## config.mk

```make
export PLATFORM = sky130hd
export DESIGN_NAME = sector_flash_ctrl
export DESIGN_NICKNAME = d
export VERILOG_FILES = /design/src/rtl/fcc_pkg.sv /design/src/rtl/fcc_array.sv /design/src/rtl/fcc_seq.sv /design/src/rtl/sector_flash_ctrl.sv
export SDC_FILE = /design/constraint.sdc
export NUM_CORES = 2
export LEC_CHECK = 0
export BUFFER_PORTS_ARGS = -buffer_cell sky130_fd_sc_hd__buf_2
export CAP_MARGIN = 30
export CORE_AREA = 2 2 372 374
export CTS_BUF_LIST = sky130_fd_sc_hd__clkbuf_8
export CTS_CLUSTER_SIZE = 8
export DETAILED_ROUTE_END_ITERATION = 7
export DIE_AREA = 0 0 374 376
export HOLD_SLACK_MARGIN = 0.12
export PLACE_DENSITY = 0.74
export SLEW_MARGIN = 20
export SYNTH_ARGS = -nofsm -noshare
export SYNTH_HDL_FRONTEND = slang
export SYNTH_SLANG_ARGS = --single-unit
```

## constraint.sdc

```tcl
create_clock -name clk -period 4.3 [get_ports clk]
set_input_delay 0.215 -clock clk [delete_from_list [all_inputs] [get_ports clk]]
set_output_delay 0.215 -clock clk [all_outputs]
set_load 0.03 [all_outputs]
```

## src/rtl/fcc_pkg.sv

```systemverilog
package fcc_pkg;

    localparam int BUS_AW = 12;
    localparam int BUS_DW = 8;

    typedef enum logic [3:0] {
        M_READ, M_UNL1, M_UNL2, M_PGM_ARG,
        M_ERS_SET, M_ERS_UNL1, M_ERS_UNL2, M_ID,
        M_PGM_BUSY, M_ERS_BUSY, M_ERS_SUSP
    } mode_e;

    typedef struct packed {
        logic              we;
        logic              re;
        logic [BUS_AW-1:0] addr;
        logic [BUS_DW-1:0] data;
    } bus_cmd_t;

    localparam logic [10:0] KEY_ADDR_A = 11'h555;
    localparam logic [10:0] KEY_ADDR_B = 11'h2AA;
    localparam logic [7:0]  KEY_A      = 8'hAA;
    localparam logic [7:0]  KEY_B      = 8'h55;
    localparam logic [7:0]  OP_PROGRAM = 8'hA0;
    localparam logic [7:0]  OP_ERASE   = 8'h80;
    localparam logic [7:0]  OP_IDENT   = 8'h90;
    localparam logic [7:0]  OP_CONFIRM = 8'h30;
    localparam logic [7:0]  OP_PAUSE   = 8'hB0;
    localparam logic [7:0]  OP_CONT    = 8'h30;

    function automatic logic is_running(input mode_e m);
        return (m == M_PGM_BUSY) || (m == M_ERS_BUSY);
    endfunction

    function automatic logic [7:0] poll_byte(input logic tgt_msb, input logic tog);
        return {~tgt_msb, tog, 6'b000000};
    endfunction

endpackage

```

## src/rtl/fcc_array.sv

```systemverilog
module fcc_array #(
    parameter  int NSEC         = 12,
    parameter  int SECTOR_BYTES = 16,
    localparam int SEC_W        = $clog2(NSEC),
    localparam int OFF_W        = $clog2(SECTOR_BYTES)
) (
    input  logic             clk,
    input  logic             rst,
    input  logic [SEC_W-1:0] rd_sec,
    input  logic [OFF_W-1:0] rd_off,
    input  logic             pgm_en,
    input  logic [SEC_W-1:0] pgm_sec,
    input  logic [OFF_W-1:0] pgm_off,
    input  logic [7:0]       pgm_data,
    input  logic             ers_en,
    input  logic [SEC_W-1:0] ers_sec,
    output logic [7:0]       rd_byte
);

    logic [NSEC-1:0][7:0] sec_rd;

    for (genvar s = 0; s < NSEC; s++) begin : g_sec
        logic [7:0] cells [SECTOR_BYTES];
        logic       hit_pgm;
        logic       hit_ers;

        assign hit_pgm = pgm_en && (pgm_sec == SEC_W'(s));
        assign hit_ers = ers_en && (ers_sec == SEC_W'(s));

        always_ff @(posedge clk) begin
            if (rst || hit_ers) begin
                for (int b = 0; b < SECTOR_BYTES; b++) cells[b] <= 8'hFF;
            end else if (hit_pgm) begin
                cells[pgm_off] <= cells[pgm_off] & pgm_data;
            end
        end

        assign sec_rd[s] = cells[rd_off];

        // every bit clear in the program data is clear afterwards
        p_pgm_clears_r4: assert property (@(posedge clk) disable iff (rst)
            hit_pgm |=> ((cells[$past(pgm_off)] & ~$past(pgm_data)) == 8'h00));

        // an erased sector reads 0xFF at both ends
        p_erase_fill_r5: assert property (@(posedge clk) disable iff (rst)
            hit_ers |=> (cells[0] == 8'hFF) && (cells[SECTOR_BYTES-1] == 8'hFF));
    end

    assign rd_byte = (int'(rd_sec) < NSEC) ? sec_rd[rd_sec] : 8'hFF;

endmodule

```

## src/rtl/fcc_seq.sv

```systemverilog
module fcc_seq
    import fcc_pkg::*;
#(
    parameter  int NSEC         = 12,
    parameter  int SECTOR_BYTES = 16,
    parameter  int PROG_CYCLES  = 8,
    parameter  int ERASE_CYCLES = 64,
    localparam int SEC_W        = $clog2(NSEC),
    localparam int OFF_W        = $clog2(SECTOR_BYTES),
    localparam int CNT_MAX      = (ERASE_CYCLES > PROG_CYCLES) ? ERASE_CYCLES : PROG_CYCLES,
    localparam int CNT_W        = $clog2(CNT_MAX + 1)
) (
    input  logic                  clk,
    input  logic                  rst,
    input  bus_cmd_t              cmd,
    input  logic [2**SEC_W-1:0]   lock_pad,
    input  logic                  poll_rd,
    output mode_e                 mode,
    output logic [SEC_W-1:0]      tgt_sec,
    output logic [OFF_W-1:0]      tgt_off,
    output logic [7:0]            tgt_data,
    output logic                  tog,
    output logic                  pgm_commit,
    output logic                  ers_commit
);

    logic [CNT_W-1:0] cnt;
    logic [SEC_W-1:0] addr_sec;
    logic [OFF_W-1:0] addr_off;
    logic             at_a, key_a, key_b, locked;

    assign addr_sec = cmd.addr[OFF_W +: SEC_W];
    assign addr_off = cmd.addr[OFF_W-1:0];
    assign at_a     = cmd.addr[10:0] == KEY_ADDR_A;
    assign key_a    = at_a && (cmd.data == KEY_A);
    assign key_b    = (cmd.addr[10:0] == KEY_ADDR_B) && (cmd.data == KEY_B);
    assign locked   = lock_pad[addr_sec];

    assign pgm_commit = (mode == M_PGM_BUSY) && (cnt == '0);
    assign ers_commit = (mode == M_ERS_BUSY) && (cnt == '0);

    always_ff @(posedge clk) begin
        if (rst) begin
            mode     <= M_READ;
            cnt      <= '0;
            tog      <= 1'b0;
            tgt_sec  <= '0;
            tgt_off  <= '0;
            tgt_data <= '0;
        end else begin
            if (poll_rd) tog <= ~tog;
            case (mode)
                M_PGM_BUSY: begin
                    if (cnt == '0) mode <= M_READ;
                    else           cnt  <= cnt - 1'b1;
                end
                M_ERS_BUSY: begin
                    if (cnt == '0)                             mode <= M_READ;
                    else if (cmd.we && cmd.data == OP_PAUSE)   mode <= M_ERS_SUSP;
                    else                                       cnt  <= cnt - 1'b1;
                end
                M_ERS_SUSP: begin
                    if (cmd.we && cmd.data == OP_CONT) mode <= M_ERS_BUSY;
                end
                default: begin
                    if (cmd.we) begin
                        mode <= M_READ;
                        case (mode)
                            M_READ:     if (key_a) mode <= M_UNL1;
                            M_UNL1:     if (key_b) mode <= M_UNL2;
                            M_UNL2: begin
                                if (at_a && cmd.data == OP_PROGRAM) mode <= M_PGM_ARG;
                                if (at_a && cmd.data == OP_ERASE)   mode <= M_ERS_SET;
                                if (at_a && cmd.data == OP_IDENT)   mode <= M_ID;
                            end
                            M_PGM_ARG: begin
                                if (!locked) begin
                                    mode     <= M_PGM_BUSY;
                                    cnt      <= CNT_W'(PROG_CYCLES - 1);
                                    tog      <= 1'b0;
                                    tgt_sec  <= addr_sec;
                                    tgt_off  <= addr_off;
                                    tgt_data <= cmd.data;
                                end
                            end
                            M_ERS_SET:  if (key_a) mode <= M_ERS_UNL1;
                            M_ERS_UNL1: if (key_b) mode <= M_ERS_UNL2;
                            M_ERS_UNL2: begin
                                if (cmd.data == OP_CONFIRM && !locked) begin
                                    mode     <= M_ERS_BUSY;
                                    cnt      <= CNT_W'(ERASE_CYCLES - 1);
                                    tog      <= 1'b0;
                                    tgt_sec  <= addr_sec;
                                    tgt_off  <= '0;
                                    tgt_data <= 8'hFF;
                                end
                            end
                            default: ;
                        endcase
                    end
                end
            endcase
        end
    end

    // an operation only starts on an unlocked sector
    p_lock_refused_r6: assert property (@(posedge clk) disable iff (rst)
        (is_running(mode) && ($past(mode) == M_PGM_ARG || $past(mode) == M_ERS_UNL2))
        |-> !$past(lock_pad[addr_sec]));

    // the program window never exceeds its cycle budget
    p_pgm_window_r7: assert property (@(posedge clk) disable iff (rst)
        (mode == M_PGM_BUSY) |-> (cnt < CNT_W'(PROG_CYCLES)));

    // each status read flips the toggle bit
    p_toggle_r8: assert property (@(posedge clk) disable iff (rst)
        (poll_rd && !cmd.we) |=> (tog != $past(tog)));

    // the remaining erase count is frozen while suspended
    p_susp_hold_r9: assert property (@(posedge clk) disable iff (rst)
        (mode == M_ERS_SUSP && $past(mode) == M_ERS_SUSP) |-> $stable(cnt));

endmodule

```

## src/rtl/sector_flash_ctrl.sv

```systemverilog
module sector_flash_ctrl
    import fcc_pkg::*;
#(
    parameter  int          PRI_SECTORS  = 8,
    parameter  int          SEC_SECTORS  = 4,
    parameter  int          SECTOR_BYTES = 16,
    parameter  int          PROG_CYCLES  = 8,
    parameter  int          ERASE_CYCLES = 64,
    parameter  logic [7:0]  MFR_ID       = 8'h20,
    parameter  logic [7:0]  DEV_ID       = 8'hE3,
    localparam int          NSEC         = PRI_SECTORS + SEC_SECTORS,
    localparam int          SEC_W        = $clog2(NSEC),
    localparam int          OFF_W        = $clog2(SECTOR_BYTES),
    localparam int          PAD_N        = 2**SEC_W
) (
    input  logic              clk,
    input  logic              rst,
    input  logic              bus_we,
    input  logic              bus_re,
    input  logic [BUS_AW-1:0] bus_addr,
    input  logic [BUS_DW-1:0] bus_wdata,
    input  logic [NSEC-1:0]   sector_lock,
    output logic [BUS_DW-1:0] bus_rdata,
    output logic              ready
);

    bus_cmd_t         cmd;
    mode_e            mode;
    logic [SEC_W-1:0] tgt_sec;
    logic [OFF_W-1:0] tgt_off;
    logic [7:0]       tgt_data;
    logic             tog, pgm_commit, ers_commit, poll_rd, on_tgt;
    logic [SEC_W-1:0] rd_sec;
    logic [OFF_W-1:0] rd_off;
    logic [7:0]       arr_byte, id_byte, rd_next;
    logic [PAD_N-1:0] lock_pad;

    assign cmd = '{we: bus_we, re: bus_re, addr: bus_addr, data: bus_wdata};

    // Sector numbers past the last sector count as locked.
    if (PAD_N > NSEC) begin : g_pad
        assign lock_pad = {{(PAD_N - NSEC){1'b1}}, sector_lock};
    end else begin : g_nopad
        assign lock_pad = sector_lock;
    end

    assign rd_sec = bus_addr[OFF_W +: SEC_W];
    assign rd_off = bus_addr[OFF_W-1:0];

    fcc_seq #(
        .NSEC(NSEC), .SECTOR_BYTES(SECTOR_BYTES),
        .PROG_CYCLES(PROG_CYCLES), .ERASE_CYCLES(ERASE_CYCLES)
    ) u_seq (
        .clk, .rst, .cmd, .lock_pad, .poll_rd,
        .mode, .tgt_sec, .tgt_off, .tgt_data, .tog, .pgm_commit, .ers_commit
    );

    fcc_array #(.NSEC(NSEC), .SECTOR_BYTES(SECTOR_BYTES)) u_arr (
        .clk, .rst, .rd_sec, .rd_off,
        .pgm_en(pgm_commit), .pgm_sec(tgt_sec), .pgm_off(tgt_off), .pgm_data(tgt_data),
        .ers_en(ers_commit), .ers_sec(tgt_sec), .rd_byte(arr_byte)
    );

    assign ready   = ~is_running(mode);
    assign on_tgt  = rd_sec == tgt_sec;
    assign poll_rd = bus_re && (is_running(mode) || (mode == M_ERS_SUSP && on_tgt));

    always_comb begin
        case (rd_off[1:0])
            2'd0:    id_byte = MFR_ID;
            2'd1:    id_byte = DEV_ID;
            2'd2:    id_byte = {7'b0000000, lock_pad[rd_sec]};
            default: id_byte = 8'h00;
        endcase
        if (rd_off > OFF_W'(3)) id_byte = 8'h00;
    end

    always_comb begin
        if (poll_rd)             rd_next = poll_byte(tgt_data[7], tog);
        else if (mode == M_ID)   rd_next = id_byte;
        else                     rd_next = arr_byte;
    end

    always_ff @(posedge clk) begin
        if (rst)         bus_rdata <= '0;
        else if (bus_re) bus_rdata <= rd_next;
    end

    // read data holds when no read is made
    p_rdata_hold_r2: assert property (@(posedge clk) disable iff (rst)
        !bus_re |=> $stable(bus_rdata));

endmodule

```

-- Word-level counts from Yosys, hierarchy flattened
Memory sizes are Yosys's and may differ from the RTL's. A register that Yosys moved wholly into a read port is not among the register bits.
Cells that the tools add are included.
- bits in registers: 36
- bits in writable memories: 1536
- output and inout port bits: 9
- word-level logic and storage cells: 326
- memories: 12
- memory list (memory ; words ; bits a word ; rd ports ; clocked after memory_dff ; wr ports ; line ; source):
    u_arr.g_sec[0].cells ; 16 ; 8 ; 2 ; 1 ; 16 ; fcc_array.sv:23 ; logic [7:0] cells [SECTOR_BYTES];
    u_arr.g_sec[10].cells ; 16 ; 8 ; 2 ; 1 ; 16 ; fcc_array.sv:23 ;
    u_arr.g_sec[11].cells ; 16 ; 8 ; 2 ; 1 ; 16 ; fcc_array.sv:23 ;
    u_arr.g_sec[1].cells ; 16 ; 8 ; 2 ; 1 ; 16 ; fcc_array.sv:23 ;
    u_arr.g_sec[2].cells ; 16 ; 8 ; 2 ; 1 ; 16 ; fcc_array.sv:23 ;
    u_arr.g_sec[3].cells ; 16 ; 8 ; 2 ; 1 ; 16 ; fcc_array.sv:23 ;
    +6 memories ; - ; - ; - ; - ; - ; - ;
- $add $sub $neg: 1
- $lt $le $gt $ge: 3
- equality and inequality tests: 43
- muxes and demuxes: 168
- bitwise gates (word level): 17
- reductions and logical operators: 75
- operator list (cell ; number):
    $mux W4 ; 47
    $mux W8 ; 19
    $and A8 B8 Y8 ; 12
    $reduce_or A8 Y1 ; 12
    $mux W1 ; 79
    $mux W7 ; 6
    $eq A8 B8 Y1 const B ; 5
    $logic_and A1 B1 Y1 ; 36
    $bmux W8 S4 ; 1
    $eq A4 B3 Y1 const B ; 8
    $eq A4 B4 Y1 const B ; 7
    $pmux W4 S7 ; 1
    $pmux W8 S3 ; 1
    $pmux W7 S3 ; 1
    $eq A4 B2 Y1 const B ; 4
    $pmux W4 S2 ; 2
    $pmux W8 S2 ; 1
    $logic_or A1 B1 Y1 ; 14
    $pmux W7 S2 ; 1
    $mux W3 ; 4
    $pmux W4 S3 ; 1
    $eq A11 B10 Y1 const B ; 1
    $eq A11 B11 Y1 const B ; 1
    $eq A4 B1 Y1 const B ; 2
    other kinds (29) ; 41

-- Depth between registers and ports, before layout
- word-level depth: 9
- gate-level depth with buffers: 12
- mapped depth without buffers: 9

-- Cells and area by module
From an unflattened synthesis, not the netlist that was laid out.
- cells, all modules: 5885
- area, all modules: 82730.6 µm²
- by module, submodules not included (module ; times used ; cells an instance ; area an instance (µm²) ; seq. area each (µm²)):
    fcc_array ; 1 ; 5602 ; 80365.8 ; 46124.2
    fcc_seq ; 1 ; 209 ; 1764.2 ; 560.5
    sector_flash_ctrl ; 1 ; 74 ; 600.6 ; 160.2

-- Least setup slack after synthesis
OpenSTA, ideal clock, no wires.
- path type: reg-to-reg
- start: register u_seq.mode[1]
- end: memory u_arr.g_sec[3].cells[15][0] (enable)
- setup time: 0.384 ns
- arrival time: 2.479 ns
- required time: 3.916 ns
- setup slack: 1.437 ns
- stages on the path, launching flop included: 9
- period minus slack after synthesis: 2.863 ns
- cell sequence: dfxtp_1 > buf_4 > nor3b_4 > inv_2 > nor3_1 > nor3b_2 > nand3_1 > buf_2 > o21ai_0
- RTL lines (item ; line ; source):
    start: declaration ; fcc_seq.sv:18 ; output mode_e mode,
    start signal: assignment ; fcc_seq.sv:44 ; mode <= M_READ;
    start signal: assignment ; fcc_seq.sv:54 ; if (cnt == '0) mode <= M_READ;
    start signal: assignment ; fcc_seq.sv:58 ; if (cnt == '0) mode <= M_READ;
    end: declaration ; fcc_array.sv:23 ;

-- Worst setup path after layout
- start: input port bus_addr[4]
- end: register u_seq.tgt_data[6]
- word-level cells in the longest chain between the ends: 6
- ends and longest elaborated chain (item ; line ; source):
    start: declaration ; sector_flash_ctrl.sv:20 ; input logic [BUS_AW-1:0] bus_addr,
    $bmux W1 S4 (*) ; fcc_seq.sv:37 ; assign locked = lock_pad[addr_sec];
    $mux W1 (not written as such) (*) ; fcc_seq.sv:37 ;
    $logic_not A1 Y1 ; - ;
    $logic_and A1 B1 Y1 ; fcc_seq.sv:89 ; if (cmd.data == OP_CONFIRM && !locked) begin
    $ne A2 B1 Y1 (no line) ; - ;
    $reduce_and A5 Y1 (no line) (*) ; - ;
    end signal: assignment ; fcc_seq.sv:83 ; tgt_data <= cmd.data;
    end: declaration ; fcc_seq.sv:21 ; output logic [7:0] tgt_data,
Mark *: on every way between the ends. The rest lies on a longest branch, timed or not. The select of a mux whose other input is x is not followed.
A chain may end at the register's enable or synchronous reset.

==> summary.md <==
| Metric | Value |
|---|---|
| Status | complete, but fails checks |
| Failing checks | design-rule violations |
| Worst Tran Pin Value | 1.26 ns |
| Dominant cells by area after synthesis | edfxtp_1 (57%), mux4_2 (23%), nand2_1 (7.9%) |
| Min Hold Slack | 0.200 ns |
| Die W | 374 um |
| Mapped cell area | 0.0816 mm^2 |
| R2R Setup Slk | 0.68 ns |
| Post-CTS Setup Inserts | 0 |
| Top-area cell type share of the netlist area | 56.5% |
| DR vias | 56,600 |
| Top Ports | 45 |
| Total Routing Usage GR | 36.8% |
| Post-synth top area cell | edfxtp_1 |
| WP data arrival | 5.01 ns |
| Critical path required time | 5.21 ns |
| Reg-to-reg startpoint | u_seq.cnt[0] |
| Register area share after synthesis | 57.5% |
| Post-Syn Area per Cell | 14.4 um^2 |
| Worst-Skew Late Latency | 1.05 ns |
| Die ar. | 0.141 mm^2 |
| Clock sinks | 1,576 |
| Worst-path clk slew | 0.06 ns |
| Peak Freq | 244 MHz |
| Distinct cells, synth | 76 |
| DRT Pass-1 Iters | 8 |
| Worst reg2reg path endpoint | u_arr.g_sec[6].cells[13][1] |
| Post-DR wirelength/cell | 32.4 um |
| Synthesized Nets | 5,699 |
| Fin crit share | 95.5% |
| Routability cong. | 0.977 |
| Nets@finish | 6,031 |
| Fin cells | 7,964 |
| Setup_tns | 0 ns |
| Worst IR Drop VDD | 0.000197 V |
| Max clock buf depth | 4 |
| Cts bufs inserted | 277 |
| Via count of the first global-routing pass | 55,300 |
| CP Capture Type | register |
| Peak fanout along the critical path | 18 |
| Final worst setup slack | 0.193 ns |
| Vias/cell | 7.10 |
| Relative slew slack | 15.9% |
| Layout cell share with drive strength beyond 1 | 27.7% |
| Global-route wire length before repair | 370,000 um |
| RSZ-0062 raised after global routing | no |
| Reg2reg path depth | 12 |
| CTS H-tree depth | 5 |
| Syn. warnings | 0 |
| Root Buffer Master | clkbuf_8 |
| Layout fillers | 9,445 |
| Max-cap violations | 0 |
| Multi-input gate area | 0.0321 mm^2 |
| Placed instance count | 7,449 |
| Starting DRT DRC Count | 9,920 |
| P_leak | 28.3 nW |
| Largest net degree at the start of global routing | 63 |
| Hold path cells | 4 |
| Core Region | 0.137 mm^2 |
| Residual DRC count | 1 |
| Most common cell after layout, fill and taps aside | nand2_1 |
| Initial Utilization | 59.7% |
| Hold Path Origin | bus_wdata[5] |
| # rows | 136 |
| Flops & latches, synth | 1,576 |
| Routed wire length | 258,000 um |
| Fin crit period | 4.11 ns |
| Final hold violation count | 0 |
| Port Buffers | 43 |
| Worst Hold End | u_seq.tgt_data[5] |
| Fraction of registers with async set/reset | 0% |
| Final setup violation count | 0 |
| Antenna viol nets, final | 0 |
| DP HPWL | 176,000 um |
| CP startpoint kind | primary input |
| Launch point of the worst path | bus_addr[4] |
| CTS tree | done |
| Final Slew Violations | 0 |
| Hold Path Class | in -> reg |
| Total congestion overflow | 0 |
| Post_cts resized | 0 |
| Initial antenna violation count | 19 |
| Top_reg_cell synth | edfxtp_1 |
| Post-synth EDFFs | 1,536 |
| Hold buffers post-CTS | 57 |
| Die H | 376 um |
| Pre-CTS setup slack | 0.777 ns |
| Area growth from synthesis to layout | 10.6% |
| Mapped Cells | 5,661 |
| Critical path class | in -> reg |
| Worst Skew | 0.0814 ns |
| PwrDens | 366 mW/mm^2 |
| Pwr Total | 33.0 mW |
| Most frequent cells in the layout | nand2_1 (1,704), edfxtp_1 (1,536), mux4_2 (825), buf_4 (376), clkbuf_8 (286) |
| Register area | 0.0470 mm^2 |
sequential cells by signal, summed over array words and instances, names as in the netlist, named ones only:
| register | count |
|---|---|
| bus_rdata | 8 |
| u_arr.g_sec.cells | 1536 |
| u_seq.cnt | 7 |
| u_seq.mode | 4 |
| u_seq.tgt_data | 8 |
| u_seq.tgt_off | 4 |
| u_seq.tgt_sec | 4 |
| u_seq.tog | 1 |
power breakdown:
part / internal, mW / switching [mW]
registers: 17.6 / 0.417
logic: 1.26 / 1.57
clock network: 6.14 / 6.07
total: 25.0 / 8.06
critical path, cell delays in order:
cell	delay [ns]
dlygate4sd3_1	0.52
buf_2	0.63
mux4_2	0.59
dlygate4sd3_1	0.59
o32ai_2	0.22
o2111ai_2	0.61
nor3_1	0.39
dlygate4sd3_1	0.61
nor3_1	0.05
dlygate4sd3_1	0.58
synthesized netlist by cell type (all sizes together), types with 23 or more instances:
cell type     n
buf         295
a211oi       23
clkbuf      161
o22ai        38
nand2      1713
nand3        51
nor3         42
edfxtp     1536
nor2        239
a22oi        37
a21oi        70
o221ai       23
mux2i       147
mux4        826
o21ai       222
dfxtp        40
stage by stage:
| stage | utilization, % | cell area [um^2] |
|---|---|---|
| finish | 66.1 | 90300 |
| global route | 66.0 | 90200 |
| CTS | 66.0 | 90200 |
| detailed placement | 62.2 | 85000 |
| global placement | 62.1 | 84900 |
| floorplan | - | 81600 |
cells by family after synthesis:
family | Yosys count | synth area share, %
AND/OR/NAND/NOR | 2138 | 10.7
flip-flops | 1576 | 57.5
multiplexers | 986 | 24.8
AO/OA/AOI/OAI | 487 | 3.66
buffers and inverters | 465 | 3.26
XOR/XNOR | 7 | 0.0752
adder cells (fa/ha/maj) | 2 | 0.0307
area by class of cell:
class                   instances  area share [%]
flip-flops and latches       1576            52.0
multi-input cells            3620            35.6
repair buffers                509            4.78
clock buffers                 286            4.36
well taps                    1794            2.49
clock inverters               155           0.717
diodes                         15          0.0416
inverters                       9          0.0402
metal layers:
layer  wire, um  share of wire, %  GRT usage, %
met1      83700                32          46.9
met2     115000                45          54.3
met3      42100                16          14.5
met4      16900               6.6          20.5
met5        183             0.071             0
worst max path at each step:
stage                                  end  slack [ns]  depth (start not counted)
6_report                 u_seq.tgt_data[6]        0.19                         10
5_1_grt                  u_seq.tgt_data[6]        0.10                         10
4_1_cts                  u_seq.tgt_data[4]        0.44                         10
3_5_place_dp                  bus_rdata[5]        0.78                          8
3_3_place_gp   u_arr.g_sec[5].cells[14][4]        0.50                         11
2_1_floorplan  u_arr.g_sec[3].cells[15][0]        1.44                          8
(Power assumes the default switching activity.)
